===== config.mk =====
export PLATFORM = sky130hd
export DESIGN_NAME = irq_router
export DESIGN_NICKNAME = d
export VERILOG_FILES = /design/src/rtl/irq_router_pkg.sv /design/src/rtl/irq_pend_bank.sv /design/src/rtl/irq_fiq_route.sv /design/src/rtl/irq_vec_pick.sv /design/src/rtl/irq_router.sv
export SDC_FILE = /design/constraint.sdc
export NUM_CORES = 1
export LEC_CHECK = 0
export BUFFER_PORTS_ARGS = -buffer_cell sky130_fd_sc_hd__buf_2
export CAP_MARGIN = 20
export CORE_UTILIZATION = 45
export DETAILED_ROUTE_END_ITERATION = 8
export PLACE_DENSITY = 0.81
export SETUP_SLACK_MARGIN = 0.3
export SYNTH_ARGS = -nofsm -noshare
export SYNTH_HDL_FRONTEND = slang
export SYNTH_SLANG_ARGS = --single-unit

===== constraint.sdc =====
create_clock -name clk -period 2.9 [get_ports clk]
set_input_delay 0.29 -clock clk [delete_from_list [all_inputs] [get_ports clk]]
set_output_delay 0.29 -clock clk [all_outputs]
set_load 0.01 [all_outputs]

===== src/rtl/irq_router_pkg.sv =====
package irq_router_pkg;

  localparam int DW      = 16;
  localparam int NVEC    = 6;
  localparam logic [DW-1:0] IMPL_MASK = 16'h3FFB;
  localparam logic [DW-1:0] VEC_BASE  = 16'hFFFA;

  typedef enum logic [2:0] {
    FQ_PPU  = 3'd0,
    FQ_SPU  = 3'd1,
    FQ_TMRA = 3'd2,
    FQ_TMRB = 3'd3,
    FQ_SER  = 3'd4,
    FQ_EXT  = 3'd5,
    FQ_ADC  = 3'd6,
    FQ_OFF  = 3'd7
  } fiq_code_e;

  // Sources that share vector VEC_BASE + k.
  function automatic logic [DW-1:0] vec_group(input int k);
    case (k)
      0:       vec_group = 16'h0C00;
      1:       vec_group = 16'h2100;
      2:       vec_group = 16'h0000;
      3:       vec_group = 16'h1200;
      4:       vec_group = 16'h0070;
      default: vec_group = 16'h008B;
    endcase
  endfunction

  // Status bits that belong to a fast-select class.
  function automatic logic [DW-1:0] class_mask(input fiq_code_e c);
    case (c)
      FQ_TMRA: class_mask = 16'h0800;
      FQ_TMRB: class_mask = 16'h0400;
      FQ_SER:  class_mask = 16'h0100;
      FQ_EXT:  class_mask = 16'h1200;
      FQ_ADC:  class_mask = 16'h2000;
      default: class_mask = 16'h0000;
    endcase
  endfunction

endpackage


===== src/rtl/irq_pend_bank.sv =====
module irq_pend_bank #(
  parameter int W = 16,
  parameter logic [W-1:0] IMPL = '1
) (
  input  logic         clk,
  input  logic         rst_n,
  input  logic [W-1:0] set_i,
  input  logic [W-1:0] clr_i,
  output logic [W-1:0] pend_o
);

  logic [W-1:0] pend_q;

  for (genvar i = 0; i < W; i++) begin : g_bit
    always_ff @(posedge clk) begin
      if (!rst_n) pend_q[i] <= 1'b0;
      else        pend_q[i] <= IMPL[i] & (set_i[i] | (pend_q[i] & ~clr_i[i]));
    end

    if (IMPL[i]) begin : g_chk
      p_set_r2: assert property (@(posedge clk) disable iff (!rst_n)
        set_i[i] |=> pend_q[i]);
      p_hold_r3: assert property (@(posedge clk) disable iff (!rst_n)
        (pend_q[i] && !clr_i[i]) |=> pend_q[i]);
    end else begin : g_chk_off
      p_unused_zero_r2: assert property (@(posedge clk) disable iff (!rst_n)
        !pend_q[i]);
    end
  end

  assign pend_o = pend_q;

endmodule


===== src/rtl/irq_fiq_route.sv =====
module irq_fiq_route
  import irq_router_pkg::*;
(
  input  logic          clk,
  input  logic          rst_n,
  input  fiq_code_e     code_i,
  input  logic [DW-1:0] act_i,
  input  logic          ppu_i,
  input  logic          spu_i,
  output logic [DW-1:0] cmask_o,
  output logic          fiq_o
);

  logic bitmap_hit;

  assign cmask_o    = class_mask(code_i);
  assign bitmap_hit = |(act_i & cmask_o);

  always_comb begin
    case (code_i)
      FQ_PPU:  fiq_o = ppu_i;
      FQ_SPU:  fiq_o = spu_i;
      FQ_OFF:  fiq_o = 1'b0;
      default: fiq_o = bitmap_hit;
    endcase
  end

  p_fiq_off_r7: assert property (@(posedge clk) disable iff (!rst_n)
    (code_i == FQ_OFF) |-> !fiq_o);

endmodule


===== src/rtl/irq_vec_pick.sv =====
module irq_vec_pick
  import irq_router_pkg::*;
(
  input  logic          clk,
  input  logic          rst_n,
  input  logic [DW-1:0] req_i,
  output logic          irq_o,
  output logic [DW-1:0] vec_o
);

  logic [NVEC-1:0] hit;
  logic [2:0]      win;

  for (genvar k = 0; k < NVEC; k++) begin : g_grp
    assign hit[k] = |(req_i & vec_group(k));
  end

  always_comb begin
    win = 3'd0;
    for (int k = NVEC - 1; k >= 0; k--) begin
      if (hit[k]) win = 3'(k);
    end
  end

  assign irq_o = |hit;
  assign vec_o = irq_o ? (VEC_BASE + DW'(win)) : '0;

  p_vec_legal_r5: assert property (@(posedge clk) disable iff (!rst_n)
    irq_o |-> (vec_o >= VEC_BASE && vec_o != 16'hFFFC));
  p_vec_idle_r5: assert property (@(posedge clk) disable iff (!rst_n)
    !irq_o |-> (vec_o == '0));

endmodule


===== src/rtl/irq_router.sv =====
module irq_router
  import irq_router_pkg::*;
(
  input  logic          clk,
  input  logic          rst_n,
  input  logic [15:0]   src_pulse,
  input  logic          ppu_irq,
  input  logic          spu_irq,
  input  logic          bus_wr,
  input  logic [1:0]    bus_addr,
  input  logic [15:0]   bus_wdata,
  output logic [15:0]   bus_rdata,
  output logic          irq,
  output logic [15:0]   irq_vec,
  output logic          fiq
);

  localparam logic [1:0] A_EN   = 2'd0;
  localparam logic [1:0] A_STAT = 2'd1;
  localparam logic [1:0] A_FSEL = 2'd2;

  logic [DW-1:0] en_q;
  fiq_code_e     fsel_q;
  logic [DW-1:0] pend;
  logic [DW-1:0] clr;
  logic [DW-1:0] act;
  logic [DW-1:0] cmask;

  always_ff @(posedge clk) begin
    if (!rst_n) begin
      en_q   <= '0;
      fsel_q <= FQ_OFF;
    end else if (bus_wr) begin
      if (bus_addr == A_EN)   en_q   <= bus_wdata & IMPL_MASK;
      if (bus_addr == A_FSEL) fsel_q <= fiq_code_e'(bus_wdata[2:0]);
    end
  end

  assign clr = (bus_wr && bus_addr == A_STAT) ? bus_wdata : '0;

  irq_pend_bank #(.W(DW), .IMPL(IMPL_MASK)) u_pend (
    .clk    (clk),
    .rst_n  (rst_n),
    .set_i  (src_pulse),
    .clr_i  (clr),
    .pend_o (pend)
  );

  assign act = pend & en_q;

  irq_fiq_route u_fiq (
    .clk     (clk),
    .rst_n   (rst_n),
    .code_i  (fsel_q),
    .act_i   (act),
    .ppu_i   (ppu_irq),
    .spu_i   (spu_irq),
    .cmask_o (cmask),
    .fiq_o   (fiq)
  );

  irq_vec_pick u_vec (
    .clk   (clk),
    .rst_n (rst_n),
    .req_i (act & ~cmask),
    .irq_o (irq),
    .vec_o (irq_vec)
  );

  always_comb begin
    case (bus_addr)
      A_EN:    bus_rdata = en_q;
      A_STAT:  bus_rdata = pend;
      A_FSEL:  bus_rdata = {13'd0, fsel_q};
      default: bus_rdata = '0;
    endcase
  end

  p_irq_src_r4: assert property (@(posedge clk) disable iff (!rst_n)
    irq |-> |(pend & en_q));
  p_fiq_excl_r8: assert property (@(posedge clk) disable iff (!rst_n)
    irq |-> |(pend & en_q & ~cmask));

endmodule


==> results of run 1 <==
-- per-layer routing --
metal,vias up,global-route usage (%),routed length [um]
met2,59,33.3,1780
met5,-,0,0
met1,729,25.4,1740
met3,7,6.43,246
li1,808,-,-
met4,0,8.89,58
-- worst max path at each step --
stage	start	slack, ns	endpoint
2_1_floorplan	u_pend.pend_o[4]	0.49	irq_vec[10]
3_3_place_gp	u_pend.pend_o[4]	0.79	irq_vec[12]
3_5_place_dp	u_pend.pend_o[4]	0.78	irq_vec[4]
4_1_cts	u_pend.pend_o[4]	0.45	irq_vec[4]
5_1_grt	en_q[4]	0.32	irq_vec[9]
6_report	en_q[4]	0.52	irq_vec[12]
-- sequential cells by signal, indices dropped and copies added, names as in the netlist --
name           cells
u_pend.pend_o     13
en_q              13
fsel_q             3
-- through the flow --
step / std cells / instance area, um2 / total power, mW / util [%]
global route: 302 / 2070 / 1.02 / 56.1
global placement: 294 / 1980 / 0.643 / 53.6
CTS: 301 / 2060 / 0.980 / 55.9
floorplan: 206 / 1760 / 0.603 / -
detailed placement: 294 / 1980 / 0.647 / 53.6
finish: 302 / 2070 / 0.966 / 56.1
-- critical path: cells and delay by family, from the launching register on --
kind	cells	cell delay (ns)
AO/OA/AOI/OAI	4	0.97
buffers and inverters	2	0.33
flip-flops	1	0.32
adder cells (fa/ha/maj)	1	0.20
-- synthesized netlist by cell type (all sizes together) (2+ instances only) --
library cell   n  area share [%]
a211oi         2            0.86
a21boi        26              11
a22oi          3             1.3
a41oi          2             1.0
and3b          4             2.1
buf           22             8.9
clkbuf         4            0.86
dfxtp         29              33
inv            2            0.43
mux2i         16             9.1
nand2         36             7.7
nand3          4             1.1
nand3b         2            0.86
nand4          2            0.71
nor2          13             2.8
nor3b          3             1.6
o21a          14             6.0
o21ai          5             1.4
-- layout make-up --
class	count	area share [%]
repair buffers	67	16.4
clock buffers	7	4.17
multi-input cells	149	48.1
well taps	48	2.90
inverters	2	0.363
flip-flops and latches	29	28.0
-- cell families after synthesis --
| logic type | Yosys count | synth area share [%] |
|---|---|---|
| other | 1 | 0.214 |
| adder cells (fa/ha/maj) | 1 | 0.714 |
| buffers and inverters | 28 | 10.2 |
| AO/OA/AOI/OAI | 62 | 27.0 |
| flip-flops | 29 | 33.1 |
| AND/OR/NAND/NOR | 67 | 18.3 |
| multiplexers | 17 | 10.4 |
-- power by group --
group          switching [mW]  total, mW  internal [mW]
logic                   0.103      0.199         0.0966
registers              0.0197      0.439          0.419
clock network           0.140      0.328          0.188
total                   0.263      0.966          0.704
==> metrics, run 1 <==
final WL 3.83 mm; Worst VDD drop 435 uV; outcome finished, final reports clean; WL/cell between 10 and 15 um; Hold Slack between 0.2 and 0.25 ns; io pins 73; DP HPWL about 2.8 mm; most common cell after layout, fill and taps aside buf_2; synth unique cells slightly above 40; Seq/Total Area, Yosys between 30 and 40%; total die area 4150 um2; Post CTS Setup Buffer Count 0; Static Leak 0.977 nW; Critical Path Fanout Max 13; Multi-input gate area 996 um2; clk slew on worst S/H paths 0.06 ns; CTS sink cnt 29; DRC errors left 0; GR Util All Layers 20.8%; port bufs 65; Slew Limit Fails 0; Die Y-Extent 64.4 um; post-synthesis cell count 205; fin crit share 82.2%; CTS Root Cell clkbuf_8; Worst Slack Setup Final approximately 0.52 ns; slowest CP cell a222oi_1; register area roughly 580 um2; clock tree buffer depth 2; Hold Violations, Final 0; initial antenna violation count 0; gpl congestion between 0.8 and 0.9; Syn. warnings 0; Die W 64.4 um; fmax 419 MHz; Fin Clk Skew 0 ns; hold path endpoint u_pend.pend_o[5]; vias in the first global route 1428; Async SR Flop Fraction 0%; Routed Antenna Nets 0; RSZ-0062 raised after global routing false; Setup Total Neg Slack 0 ns; crit path time final 2.38 ns; most frequent cells in the layout 65 x buf_2, 36 x nand2_1, 29 x dfxtp_1; dpl ws 0.776 ns; WP data required 2.61 ns; H-tree levels 2; Post-synth EDFFs 0; Core Area 3690 um2; #FFs+latches synth 29; RR Endpoint fsel_q[1]; Setup CP Type register to primary output; Slew Limit Headroom 45.9%; Max Cap Viol 0; Worst Reg-to-Reg Cells 2; Syn Area/Cell 8.54 um2; drt pass-1 iters 5; worst r2r src fsel_q[1]; worst-margin pin slew approximately 0.81 ns; Post-synth top flop dfxtp_1; CP endpoint kind primary output; gr ovfl total 0; Worst Hold Launch src_pulse[5]; biggest cell delay along the critical path 0.46 ns; row count 22; starting density of the core 47.5%; Worst Setup Start Kind register; power density over the cells ~470 nW/um2; FF-to-FF setup slack ~2 ns; CTS tree yes; largest net degree at the start of global routing 30; clock latency on the worst-skew pair 0.28 ns; layout cell share with drive strength beyond 1 31.5%; total number of vias approximately 1.6k; Fill cells 354; final setup fails 0; post-CTS resize count 0; starting DRC count in detailed routing 58; Critical Path AT ~2.1 ns; Num CTS Buffers 5; n_diodes 0; global-route wire length before repair ~6.5 mm; hold buffer count at CTS 0; Area Growth Syn to Fin 18.2%; worst hold path type input pin to register; Worst Hold Depth 2; routed vias/inst 5.31; CP cell instances a222oi_1 > a32o_1 > a211oi_1 > ha_1 > a41oi_1 > buf_4 > buf_2; nets 294; mapped cell area 1750 um2
No activity file was read; power rests on OpenSTA's default activity.
==> inputs of run 2 (changes only) <==
--- a/config.mk
+++ b/config.mk
@@ -5,11 +5,12 @@
 export SDC_FILE = /design/constraint.sdc
 export NUM_CORES = 1
 export LEC_CHECK = 0
+export ABC_AREA = 1
 export BUFFER_PORTS_ARGS = -buffer_cell sky130_fd_sc_hd__buf_2
 export CAP_MARGIN = 20
-export CORE_UTILIZATION = 45
+export CORE_UTILIZATION = 42
 export DETAILED_ROUTE_END_ITERATION = 8
-export PLACE_DENSITY = 0.81
+export PLACE_DENSITY = 0.8
 export SETUP_SLACK_MARGIN = 0.3
 export SYNTH_ARGS = -nofsm -noshare
 export SYNTH_HDL_FRONTEND = slang
==> constraint.sdc (replaced) <==
create_clock -name clk -period 2.18 [get_ports clk]
set_input_delay 0.218 -clock clk [delete_from_list [all_inputs] [get_ports clk]]
set_output_delay 0.218 -clock clk [all_outputs]
set_load 0.01 [all_outputs]
==> run 2 against run 1 <==
  * Die area is 0.70% higher
  * Largest cell class unchanged
  * Routed wire length is 8.9% higher
  * Critical path type unchanged
  * Combinational power is 89% higher
  * Critical endpoint is now irq_vec[9]
==> metrics, run 2 <==
Yosys top cell by area dfxtp_1; clk slew on worst S/H paths 0.06 ns; routed vias/inst 5.03; Die Y-Extent 64.6 um; post-synthesis cell count ~240; met1 Use GR 24.1%; clock tree buffer depth 2; layout cell share with drive strength beyond 1 42.9%; outcome finished, final reports clean; met2 Use GR a little under two fifths; biggest cell delay along the critical path approximately 0.40 ns; crit path time final 1.90 ns; delay-heaviest family, CP flip-flops; CTS Root Cell clkbuf_8; Worst VDD drop 447 uV; Multi-input gate area 916 um2; Slew Limit Fails 0; row count 22; Hold Violations, Final 0; nets 342; Post-synth top cells 43 x nand2_1, 39 x nor2_1, 29 x dfxtp_1; clock latency on the worst-skew pair 0.28 ns; hold buffer count at CTS 0; worst setup path startpoint fsel_q[0]; n_diodes 0; worst path buffer plus inverter count 3; io pins 73; CP endpoint kind primary output; Num CTS Buffers 5; Syn. warnings 0; area share of the largest cell type after synthesis between 30% and 40%; Fin Clk Skew 0 ns; Critical Path Fanout Max 6; power density over the cells 651 nW/um2; final WL between 4 and 5 mm; gr ovfl total 0; Setup Total Neg Slack 0 ns; Fill cells 361; H-tree levels 2; most frequent CP cell nor2_4; largest net degree at the start of global routing 24; vias in the first global route 1576; register area 599 um2; Syn Area/Cell 7.01 um2; mapped cell area 1650 um2; DP HPWL about 2.8 mm; M3 GR Usage 5.63%; final setup fails 0; Slew Limit Headroom 59.7%; slowest CP cell dfxtp_4; worst hold path type input pin to register; fmax 527 MHz; DRC errors left 0; starting density of the core between 40% and 50%; Die W between 60 and 70 um; Seq/Total Area, Yosys 35.3%; worst-margin pin slew 0.603 ns; drt pass-1 iters 4; Area Growth Syn to Fin 35.3%; most frequent cell after synthesis nand2_1; synth unique cells 21; Core Area 3720 um2; fin crit share 87.0%; Post-synth top flop dfxtp_1; WP data required approximately 2 ns; Max Cap Viol 0; most frequent cells in the layout 60 x buf_2, 39 x nand2_1, 36 x nor2_1; Static Leak 1.12 nW; FF-to-FF setup slack 1.26 ns; Post-synth EDFFs 0; global-route wire length before repair 6.84 mm; WL/cell 11.9 um; Tot Pwr 1.45 mW; Worst Hold Launch src_pulse[9]; Critical Path AT 1.68 ns; total number of vias 1765; Routed Antenna Nets 0; worst r2r src fsel_q[0]; starting DRC count in detailed routing 92; GRT busiest layer met2; #FFs+latches synth 29; GR Util All Layers 21.4%; top post-synthesis cells by area dfxtp_1 35%, nand2_1 9.8%, nor2_1 8.9%; CTS sink cnt 29; initial antenna violation count 0; port bufs between 60 and 70; total die area 4180 um2; Setup CP Type register to primary output; Worst Setup Start Kind register; CP cell instances inv_4 > nand3_1 > nand2_1 > nand2_2 > nor2_4 > inv_2 > nor2_4 > ha_4 > a21oi_4 > buf_2; Async SR Flop Fraction 0%; RSZ-0062 raised after global routing true; most common cell after layout, fill and taps aside buf_2; CTS tree yes; gpl congestion 0.839
## run 2: changes by cell type after synthesis, moves of 9 or more
| cell | previous run | this run |
|---|---|---|
| a21boi_1 | 19 | 0 |
| a21oi_1 | 1 | 20 |
| a22o_1 | 0 | 11 |
| inv_1 | 2 | 16 |
| mux2i_1 | 16 | 0 |
| nor2_1 | 13 | 39 |
| o21a_1 | 14 | 0 |
| o21ai_0 | 3 | 12 |
## run 2: timing repair
| action | in CTS | in global routing |
|---|---|---|
| endpoints found under the setup margin | 14 | 14 |
| gates resized for setup | 19 | 17 |
| pin swaps | 6 | 4 |
| gates cloned | 1 | 0 |
| setup buffers | 10 | 2 |
## run 2: power breakdown
group / switching (mW) / internal [mW]
Combinational: 0.204 / 0.172
Clock: 0.199 / 0.285
Sequential: 0.0275 / 0.563
Total: 0.430 / 1.02
## run 2: through the flow
stage          cell area, um2  worst slack [ns]  utilization (%)  hold WS, ns  std cells
5_1_grt                  2230             0.201             59.9        0.145        351
4_1_cts                  2160             0.306             58.1        0.136        349
6_report                 2230             0.283             59.9        0.138        351
3_5_place_dp             1900             0.383             51.2        0.429        330
3_3_place_gp             1900             0.413             51.2        0.421        330
2_1_floorplan            1650             0.393                -        0.335        236
## run 2: routing by layer
metal	vias to the layer above	share of wire, %
li1	888	-
met1	808	42
met2	65	51
met3	4	6.2
met4	0	0.91
met5	-	0
## run 2: kinds of logic after synthesis
logic type                 count (synthesis)  share of synthesized area (%)
and+or+nand+nor                          108                           30.0
AOI/OAI and AO/OA                         53                           19.4
buffers and inverters                     43                           14.4
DFF                                       29                           35.3
adders and majority gates                  1                          0.760
other                                      1                          0.228
## run 2: worst paths after layout
kind | endpoint | depth (start not counted)
worst max register to register | fsel_q[0] | 4
worst min-delay path | u_pend.pend_o[9] | 3
worst max-delay path | irq_vec[9] | 10
worst min register to register | en_q[13] | 2
## run 2: layout make-up
type | instances | area share [%]
multi-input combinational | 165 | 41.1
sequential | 29 | 26.9
timing repair buffer | 80 | 21.1
clock buffer | 7 | 4.33
inverter | 21 | 3.65
tap | 48 | 2.70
clock inverter | 1 | 0.225
## run 2: worst min-delay path: stages
cell	delay [ns]
buf_2	0.07
a21oi_1	0.03
nor2_1	0.06
==> inputs of run 3 (changes only) <==
--- a/config.mk
+++ b/config.mk
@@ -10,8 +10,9 @@
 export CAP_MARGIN = 20
 export CORE_UTILIZATION = 42
 export DETAILED_ROUTE_END_ITERATION = 8
+export GPL_ROUTABILITY_DRIVEN = 0
 export PLACE_DENSITY = 0.8
-export SETUP_SLACK_MARGIN = 0.3
+export SETUP_SLACK_MARGIN = 0.4
 export SYNTH_ARGS = -nofsm -noshare
 export SYNTH_HDL_FRONTEND = slang
 export SYNTH_SLANG_ARGS = --single-unit
==> run 3 against run 2 <==
  * Flip-flop and latch count did not move
  * Setup slack better by 0.014 ns
  * Sequential share of layout area is 0.087 points higher
  * Clock skew is the same
  * Die area unchanged
  * Final cell count is 0.28% lower
  * Clock-buffer cell count is the same
  * Non-clock buffer count shrank 1
  * Register-to-register slack better by 0.11 ns
  * Total power increased by 0.19%
  * Critical path depth rose by 1
  * Design area shrank 0.11%
  * Largest cell class unchanged
==> metrics, run 3 (synthesis gave the netlist of run 2 again) <==
outcome finished, final reports clean; WP data required 1.96 ns; Die Y-Extent 64.6 um; Num CTS Buffers 5; fin crit share 86.3%; biggest cell delay along the critical path 0.37 ns; hold buffer count at CTS 0; CTS tree yes; Area Growth Syn to Fin 35.1%; RSZ-0062 raised after global routing true; largest net degree at the start of global routing 23; Fin Clk Skew 0 ns; internal power 1.01 mW; Routed Antenna Nets 0; crit path time final about 1.9 ns; total net switching power 0.440 mW; final setup fails 0; routed vias/inst 5.06; M3 GR Usage 5.63%; n_diodes 0; placed insts 329; CTS sink cnt 29; starting density of the core 44.3%; met2 Use GR a little under 40%; Setup CP Type register to primary output; DRC errors left 0; layout cell share with drive strength beyond 1 45.0%; slowest CP cell dfxtp_4; total number of vias 1772; global-route wire length before repair 6.86 mm; Slew Limit Fails 0; clock latency on the worst-skew pair between 0.2 and 0.3 ns; CTS Root Cell clkbuf_8; DP HPWL 2.88 mm; Placed Area 1900 um2; met1 Use GR between 20% and 30%; Fill cells roughly 380; Static Leak 1.11 nW; Setup Total Neg Slack 0 ns; worst hold path type input pin to register; Worst Setup Start Kind register; io pins 73; clk slew on worst S/H paths 0.06 ns; Core Area 3720 um2; Worst VDD drop 524 uV; most common cell after layout, fill and taps aside buf_2; Critical Path Fanout Max 6; worst-margin pin slew 0.584 ns; delay-heaviest family, CP simple AND/OR/NAND/NOR gates; clock tree buffer depth 2; Flop pwr share between 40 and 50%; CP cell instances nor2_4 > nand2_1 > nand2_2 > nand2_4 > nor2_4 > inv_2 > nor2_4 > ha_4 > inv_2 > a21oi_1 > buf_2; vias in the first global route around 1.6k; switching part of the total power between 30% and 40%; fmax 531 MHz; nets 341; Clock Power Share 33.7%; Final Non-Filler Cells 350; Slew Limit Headroom 61.0%; drt pass-1 iters 4; Comb pwr share about a quarter; Max Cap Viol 0; CP endpoint kind primary output; row count 22; GRT busiest layer met2; Die W 64.6 um; port bufs 65; Hold Violations, Final 0; power density over the cells 653 nW/um2; starting DRC count in detailed routing 44; H-tree levels 2; gr ovfl total 0; worst path buffer plus inverter count 3; most frequent CP cell nor2_4; most frequent cells in the layout 64 x buf_2, 37 x nand2_1, 35 x nor2_1; GR Util All Layers a little over a fifth; post-route cell area 2220 um2; initial antenna violation count 0; final WL between 4 and 5 mm; total die area approximately 4200 um2; WL/cell 12.3 um; Critical Path AT between 1.5 and 2 ns
-- run 3: changes by cell type in the layout (fill, tap and decap cells not counted), sizes merged --
cell	change
buf	-1
-- run 3: worst min-delay path, stage by stage --
cell	delay, ns
buf_2	0.08
a21oi_1	0.03
nor2_1	0.07
-- run 3: final timing paths --
path | startpoint | to | slack [ns] | cells after the start
worst max register to register | fsel_q[0] | fsel_q[0] | 1.37 | 3
worst min-delay path | src_pulse[0] | u_pend.pend_o[0] | 0.14 | 3
worst max-delay path | fsel_q[0] | irq_vec[2] | 0.30 | 11
worst min register to register | u_pend.pend_o[13] | u_pend.pend_o[13] | 0.49 | 2
-- run 3: cell type report --
| type | count | area, um2 | share of cell area (%) |
|---|---|---|---|
| clock buffers | 7 | 96.3 | 4.33 |
| clock inverters | 1 | 5.00 | 0.225 |
| inverters | 21 | 83.8 | 3.77 |
| multi-input cells | 165 | 942 | 42.4 |
| flip-flops and latches | 29 | 601 | 27.0 |
| well taps | 48 | 60.1 | 2.70 |
| repair buffers | 79 | 437 | 19.6 |
-- run 3: stage by stage --
stage / total power [mW] / hold WS, ns / setup WS (ns) / utilization, %
2_1_floorplan: 0.844 / 0.335 / 0.505 / -
3_3_place_gp: 0.905 / 0.422 / 0.491 / 51.2
3_5_place_dp: 0.911 / 0.431 / 0.446 / 51.2
4_1_cts: 1.42 / 0.133 / 0.255 / 56.7
5_1_grt: 1.53 / 0.152 / 0.193 / 59.9
6_report: 1.45 / 0.137 / 0.298 / 59.9
-- run 3: repair_timing --
item                       CTS  global route
setup endpoints to repair   14            17
gates cloned                 1             0
gates resized for setup     11            30
setup buffers                9             3
pin swaps                    7            11
-- run 3: power by group through the flow --
stage | Combinational (mW) | Sequential [mW] | Clock, mW
6_report | 0.371 | 0.593 | 0.490
5_1_grt | 0.411 | 0.597 | 0.520
4_1_cts | 0.332 | 0.590 | 0.499
3_5_place_dp | 0.310 | 0.601 | 0
3_3_place_gp | 0.305 | 0.599 | 0
2_1_floorplan | 0.249 | 0.595 | 0
-- run 3: metal layers --
| metal | share of wire [%] | vias to the layer above |
|---|---|---|
| met1 | 39 | 807 |
| li1 | - | 889 |
| met4 | 2.6 | 0 |
| met5 | 0 | - |
| met3 | 5.5 | 11 |
| met2 | 53 | 65 |
